## src/rtl/sflash_hold_guard.sv

```systemverilog
module sflash_hold_guard #(
  parameter int SYNC_STAGES = 2,
  parameter int SR_W        = 8,
  parameter int LOCK_BIT    = 7,
  parameter int BP_LSB      = 2,
  parameter int BP_W        = 3
) (
  input  logic            clk,
  input  logic            rst_n,
  input  logic            ce_n_pin,
  input  logic            sck_pin,
  input  logic            hold_n_pin,
  input  logic            wp_n_pin,
  input  logic            hold_allow,
  input  logic            core_so_oe,
  input  logic            wrsr_req,
  input  logic [SR_W-1:0] wrsr_data,
  output logic            cs_active,
  output logic            held,
  output logic            sck_rise_en,
  output logic            sck_fall_en,
  output logic            so_oe,
  output logic            iface_rst,
  output logic [SR_W-1:0] status,
  output logic            wrsr_grant,
  output logic            wrsr_deny
);
  localparam logic [SR_W-1:0] BP_MASK   = SR_W'(((1 << BP_W) - 1) << BP_LSB);
  localparam logic [SR_W-1:0] LOCK_MASK = SR_W'(1) << LOCK_BIT;
  localparam logic [SR_W-1:0] SR_MASK   = BP_MASK | LOCK_MASK;
  localparam logic [3:0]      PIN_IDLE  = 4'b1101;

  logic [SYNC_STAGES-1:0][3:0] sync_q;
  logic wp_s, hold_n_s, sck_s, ce_n_s;
  logic sck_q, ce_q;
  logic hold_next, sck_up, sck_dn, wrsr_ok;

  always_ff @(posedge clk or negedge rst_n)
    if (!rst_n) sync_q <= {SYNC_STAGES{PIN_IDLE}};
    else        sync_q <= {sync_q[SYNC_STAGES-2:0], {wp_n_pin, hold_n_pin, sck_pin, ce_n_pin}};

  assign {wp_s, hold_n_s, sck_s, ce_n_s} = sync_q[SYNC_STAGES-1];
  assign cs_active = ~ce_n_s;

  assign hold_next = cs_active & hold_allow & (sck_s ? held : ~hold_n_s);

  always_ff @(posedge clk or negedge rst_n)
    if (!rst_n) begin
      held  <= 1'b0;
      sck_q <= 1'b0;
      ce_q  <= 1'b1;
    end else begin
      held  <= hold_next;
      sck_q <= sck_s;
      ce_q  <= ce_n_s;
    end

  assign sck_up      = sck_s & ~sck_q;
  assign sck_dn      = ~sck_s & sck_q;
  assign sck_rise_en = sck_up & cs_active & ~held;
  assign sck_fall_en = sck_dn & cs_active & ~held & ~hold_next;
  assign so_oe       = core_so_oe & cs_active & ~held;
  assign iface_rst   = ce_n_s & ~ce_q;

  assign wrsr_ok = wp_s | ~status[LOCK_BIT];

  always_ff @(posedge clk or negedge rst_n)
    if (!rst_n) begin
      status     <= '0;
      wrsr_grant <= 1'b0;
      wrsr_deny  <= 1'b0;
    end else begin
      wrsr_grant <= wrsr_req & wrsr_ok;
      wrsr_deny  <= wrsr_req & ~wrsr_ok;
      if (wrsr_req && wrsr_ok) status <= wrsr_data & SR_MASK;
    end


  hold_entry_low_chk: assert property (@(posedge clk) disable iff (!rst_n)
    $rose(held) |-> (!$past(sck_s) && !$past(ce_n_s) && $past(hold_allow)));


  hold_exit_low_chk: assert property (@(posedge clk) disable iff (!rst_n)
    $fell(held) |-> (!$past(sck_s) || $past(ce_n_s) || !$past(hold_allow)));


  so_off_in_hold_chk: assert property (@(posedge clk) disable iff (!rst_n)
    held |-> !so_oe);


  deselect_clears_chk: assert property (@(posedge clk) disable iff (!rst_n)
    ce_n_s |=> !held);


  mode_off_chk: assert property (@(posedge clk) disable iff (!rst_n)
    !hold_allow |=> !held);


  status_mask_chk: assert property (@(posedge clk) disable iff (!rst_n)
    (status & ~SR_MASK) == '0);


  locked_refuse_chk: assert property (@(posedge clk) disable iff (!rst_n)
    (wrsr_req && !wp_s && status[LOCK_BIT]) |=> (wrsr_deny && status == $past(status)));


  grant_excl_chk: assert property (@(posedge clk) disable iff (!rst_n)
    !(wrsr_grant && wrsr_deny));


  status_only_on_grant_chk: assert property (@(posedge clk) disable iff (!rst_n)
    !$stable(status) |-> wrsr_grant);
endmodule

```

## config.mk

```make
export PLATFORM = sky130hd
export DESIGN_NAME = sflash_hold_guard
export DESIGN_NICKNAME = d
export VERILOG_FILES = /design/src/rtl/sflash_hold_guard.sv
export SDC_FILE = /design/constraint.sdc
export NUM_CORES = 1
export LEC_CHECK = 0
export BUFFER_PORTS_ARGS = -buffer_cell sky130_fd_sc_hd__buf_2
export CAP_MARGIN = 0
export CORE_MARGIN = 3
export CORE_UTILIZATION = 37
export DETAILED_ROUTE_END_ITERATION = 7
export HOLD_SLACK_MARGIN = 0.06
export PLACE_DENSITY = 0.71
export SYNTH_ARGS = -nofsm -noshare
export SYNTH_HDL_FRONTEND = slang
export SYNTH_SLANG_ARGS = --single-unit
```

## constraint.sdc

```tcl
create_clock -name clk -period 0.95 [get_ports clk]
set_input_delay 0.0475 -clock clk [delete_from_list [all_inputs] [get_ports clk]]
set_output_delay 0.0475 -clock clk [all_outputs]
set_load 0.01 [all_outputs]
```

==> run metrics <==
hold path endpoint held; # clock sinks 17; Critical Path Start ce_n_s; flop and latch count out of synthesis 17; Reg2Reg Setup Slack -0.17 ns; Hold Startpoint hold_allow; reg2reg start status[7]; die height 46.1 um; clk_lat worst skew 0.28 ns; sequential share of power 54.6%; P&R area growth vs syn 72.3%; met3 usage 2.34%; row count 13; Slew Viols, Final 0; Synth Area in Compound Gates 4.62%; met1 usage 18.1%; Min Hold Slack 0.0768 ns; synth warn 0; TritonCTS clock tree done; area leader, netlist dfrtp_1; adder-cell share of the synthesized area 0%; P_leak 0.516 nW; pin count of the biggest net entering global routing 18; drt drc 0; vias per cell 4.42; vias post-DR 455; HP Class primary input to register; initial core utilization 42.6%; routed length per instance 12.7 um; Final period util 155%; final std cell area, no fill 1030 sq um; largest family of logic cells by synthesized area simple AND/OR/NAND/NOR gates; clock tree buffer depth 2; Pwr per Cell Area 1460 nW/um^2; DRT antenna net count 0; Final setup viols 12; Post-Synth Simple-Gate Area 8.61%; Max VDD drop 0.00118 V; Final Util 73.3%; fin cells 103; mux contribution to synthesized area 5.67%; most frequent cells in the layout buf_2 (21), dfrtp_1 (10), dlygate4sd3_1 (10), buf_6 (10), dfstp_2 (7); most common cell after layout, fill and taps aside buf_2; gr ovfl total 0; Fmax 0.680 GHz; Routability Congestion 0.658; P_int 1.13 mW; P_sw 0.368 mW; post-layout worst setup margin -0.521 ns; number of I/O pins 33; most area-consuming cells after synthesis dfrtp_1 (42%), dfstp_2 (31%), mux2_2 (5.7%), buf_4 (5.0%), inv_1 (2.5%); met2 Track Usage GR 23.1%; min Tclk post-route 1.47 ns; Setup TNS -2.70 ns; placed cell count 84; first drt pass iteration count 2; R2R cell count 3; vias in the first global route 488; post-synthesis sequential area ratio 72.9%; post-synthesis xor/xnor area fraction 0%; Crit Path Max Fanout 2; Reg2Reg Capture Point status[4]; critical path class register to output port; switching part of the total 24.6%; H-Tree Depth 1; crit path capture type output port; maxcap violations 0; Post-Syn Instances 41; root buffer cell clkbuf_4; GRT busiest layer met2; Netlist cell types 16; die area 2130 sq um; initial drt markers 1; dpl ws -0.246 ns; routed wire length 1.31 mm; synthesized area per cell 14.5 sq um; width of the die 46.1 um; Comb power frac 20.8%; Reg clk slew, reported paths 0.09 ns; top cell type's share of synthesized area 42.0%; Worst Skew 0.00437 ns; Inserted Clock Buffers 3; hold depth 2; status complete, but fails checks; Arrival @ worst endpoint 1.42 ns; initial antenna violation count 0; Clock Power Share 24.6%; critical path launch point type register; total power 1.50 mW; dpl hpwl 776 um; RSZ-0062 raised after global routing true; Inserted Diodes 0; Mapped Area 596 sq um; failing checks setup timing; first-pass GRT wire length 2.06 mm; Port-buffer cells 24; placed cell area 768 sq um; GRT Total Usage 13.9%; Final Hold Viols 0; area of the core 1400 sq um; share of layout cells above drive strength 1 68.2%; Final #Nets 106; CP required 0.90 ns
-- synthesized netlist by cell type --
master and n:
dfrtp_1 10, dfstp_2 7, buf_4 4, inv_1 4, mux2_2 3, nand2_1 2, nor3b_1 2, a21oi_1 1
a22o_1 1, and3_1 1, conb_1 1, nor2_1 1, nor4b_1 1, o21ai_0 1, o21ai_2 1, or4b_1 1
-- power groups by stage --
stage	Sequential, mW	Combinational [mW]	Clock (mW)
2_1_floorplan	0.844	0.0823	0
3_3_place_gp	0.824	0.196	0
3_5_place_dp	0.828	0.202	0
4_1_cts	0.818	0.302	0.380
5_1_grt	0.823	0.340	0.410
6_report	0.818	0.311	0.369
-- timing repair --
action                                  4_1_cts  5_1_grt
hold buffers                                 10        0
buffers inserted                              6        3
hold endpoints to repair                     26        0
pin swaps                                     3        4
endpoints found under the setup margin       12       13
gates resized for setup                      17        9
-- how the worst max path moves through the flow --
stage                  endpoint  slack [ns]
finish              sck_fall_en       -0.52
global route        sck_fall_en       -0.60
CTS                 sck_fall_en       -0.53
detailed placement  sck_fall_en       -0.25
global placement    sck_fall_en       -0.23
floorplan           sck_fall_en       -0.16
-- metal layers --
layer	wire [um]	vias to the layer above
li1	-	221
met1	511	210
met2	693	24
met3	100	0
met4	0	0
met5	0	-
-- final cells by class --
type                    count  area [sq um]
clock buffers               3          22.5
clock inverters             1          5.00
fillers                    86           373
inverters                   4          17.5
multi-input cells          19           188
flip-flops and latches     17           434
well taps                  15          18.8
repair buffers             44           340
-- logic make-up (layout without fill, tap and decap cells) --
logic type,after synthesis,count (layout)
AOI/OAI and AO/OA,4,4
and+or+nand+nor,8,8
muxes,3,3
DFF,17,17
other,1,4
buffers and inverters,8,52
-- state kept, by name, summed over array words and instances, names as in the netlist --
| name | cells |
|---|---|
| sck_q | 1 |
| ce_n_s | 1 |
| ce_q | 1 |
| wrsr_deny | 1 |
| wrsr_grant | 1 |
| sck_s | 1 |
| sync_q | 5 |
| held | 1 |
| status | 4 |
| hold_n_s | 1 |
-- critical path, stage by stage, from the launching register on --
cell and delay, ns:
dfstp_2 0.38, or4b_4 0.53, a21oi_2 0.11, buf_2 0.13
No activity file was read; power rests on OpenSTA's default activity.
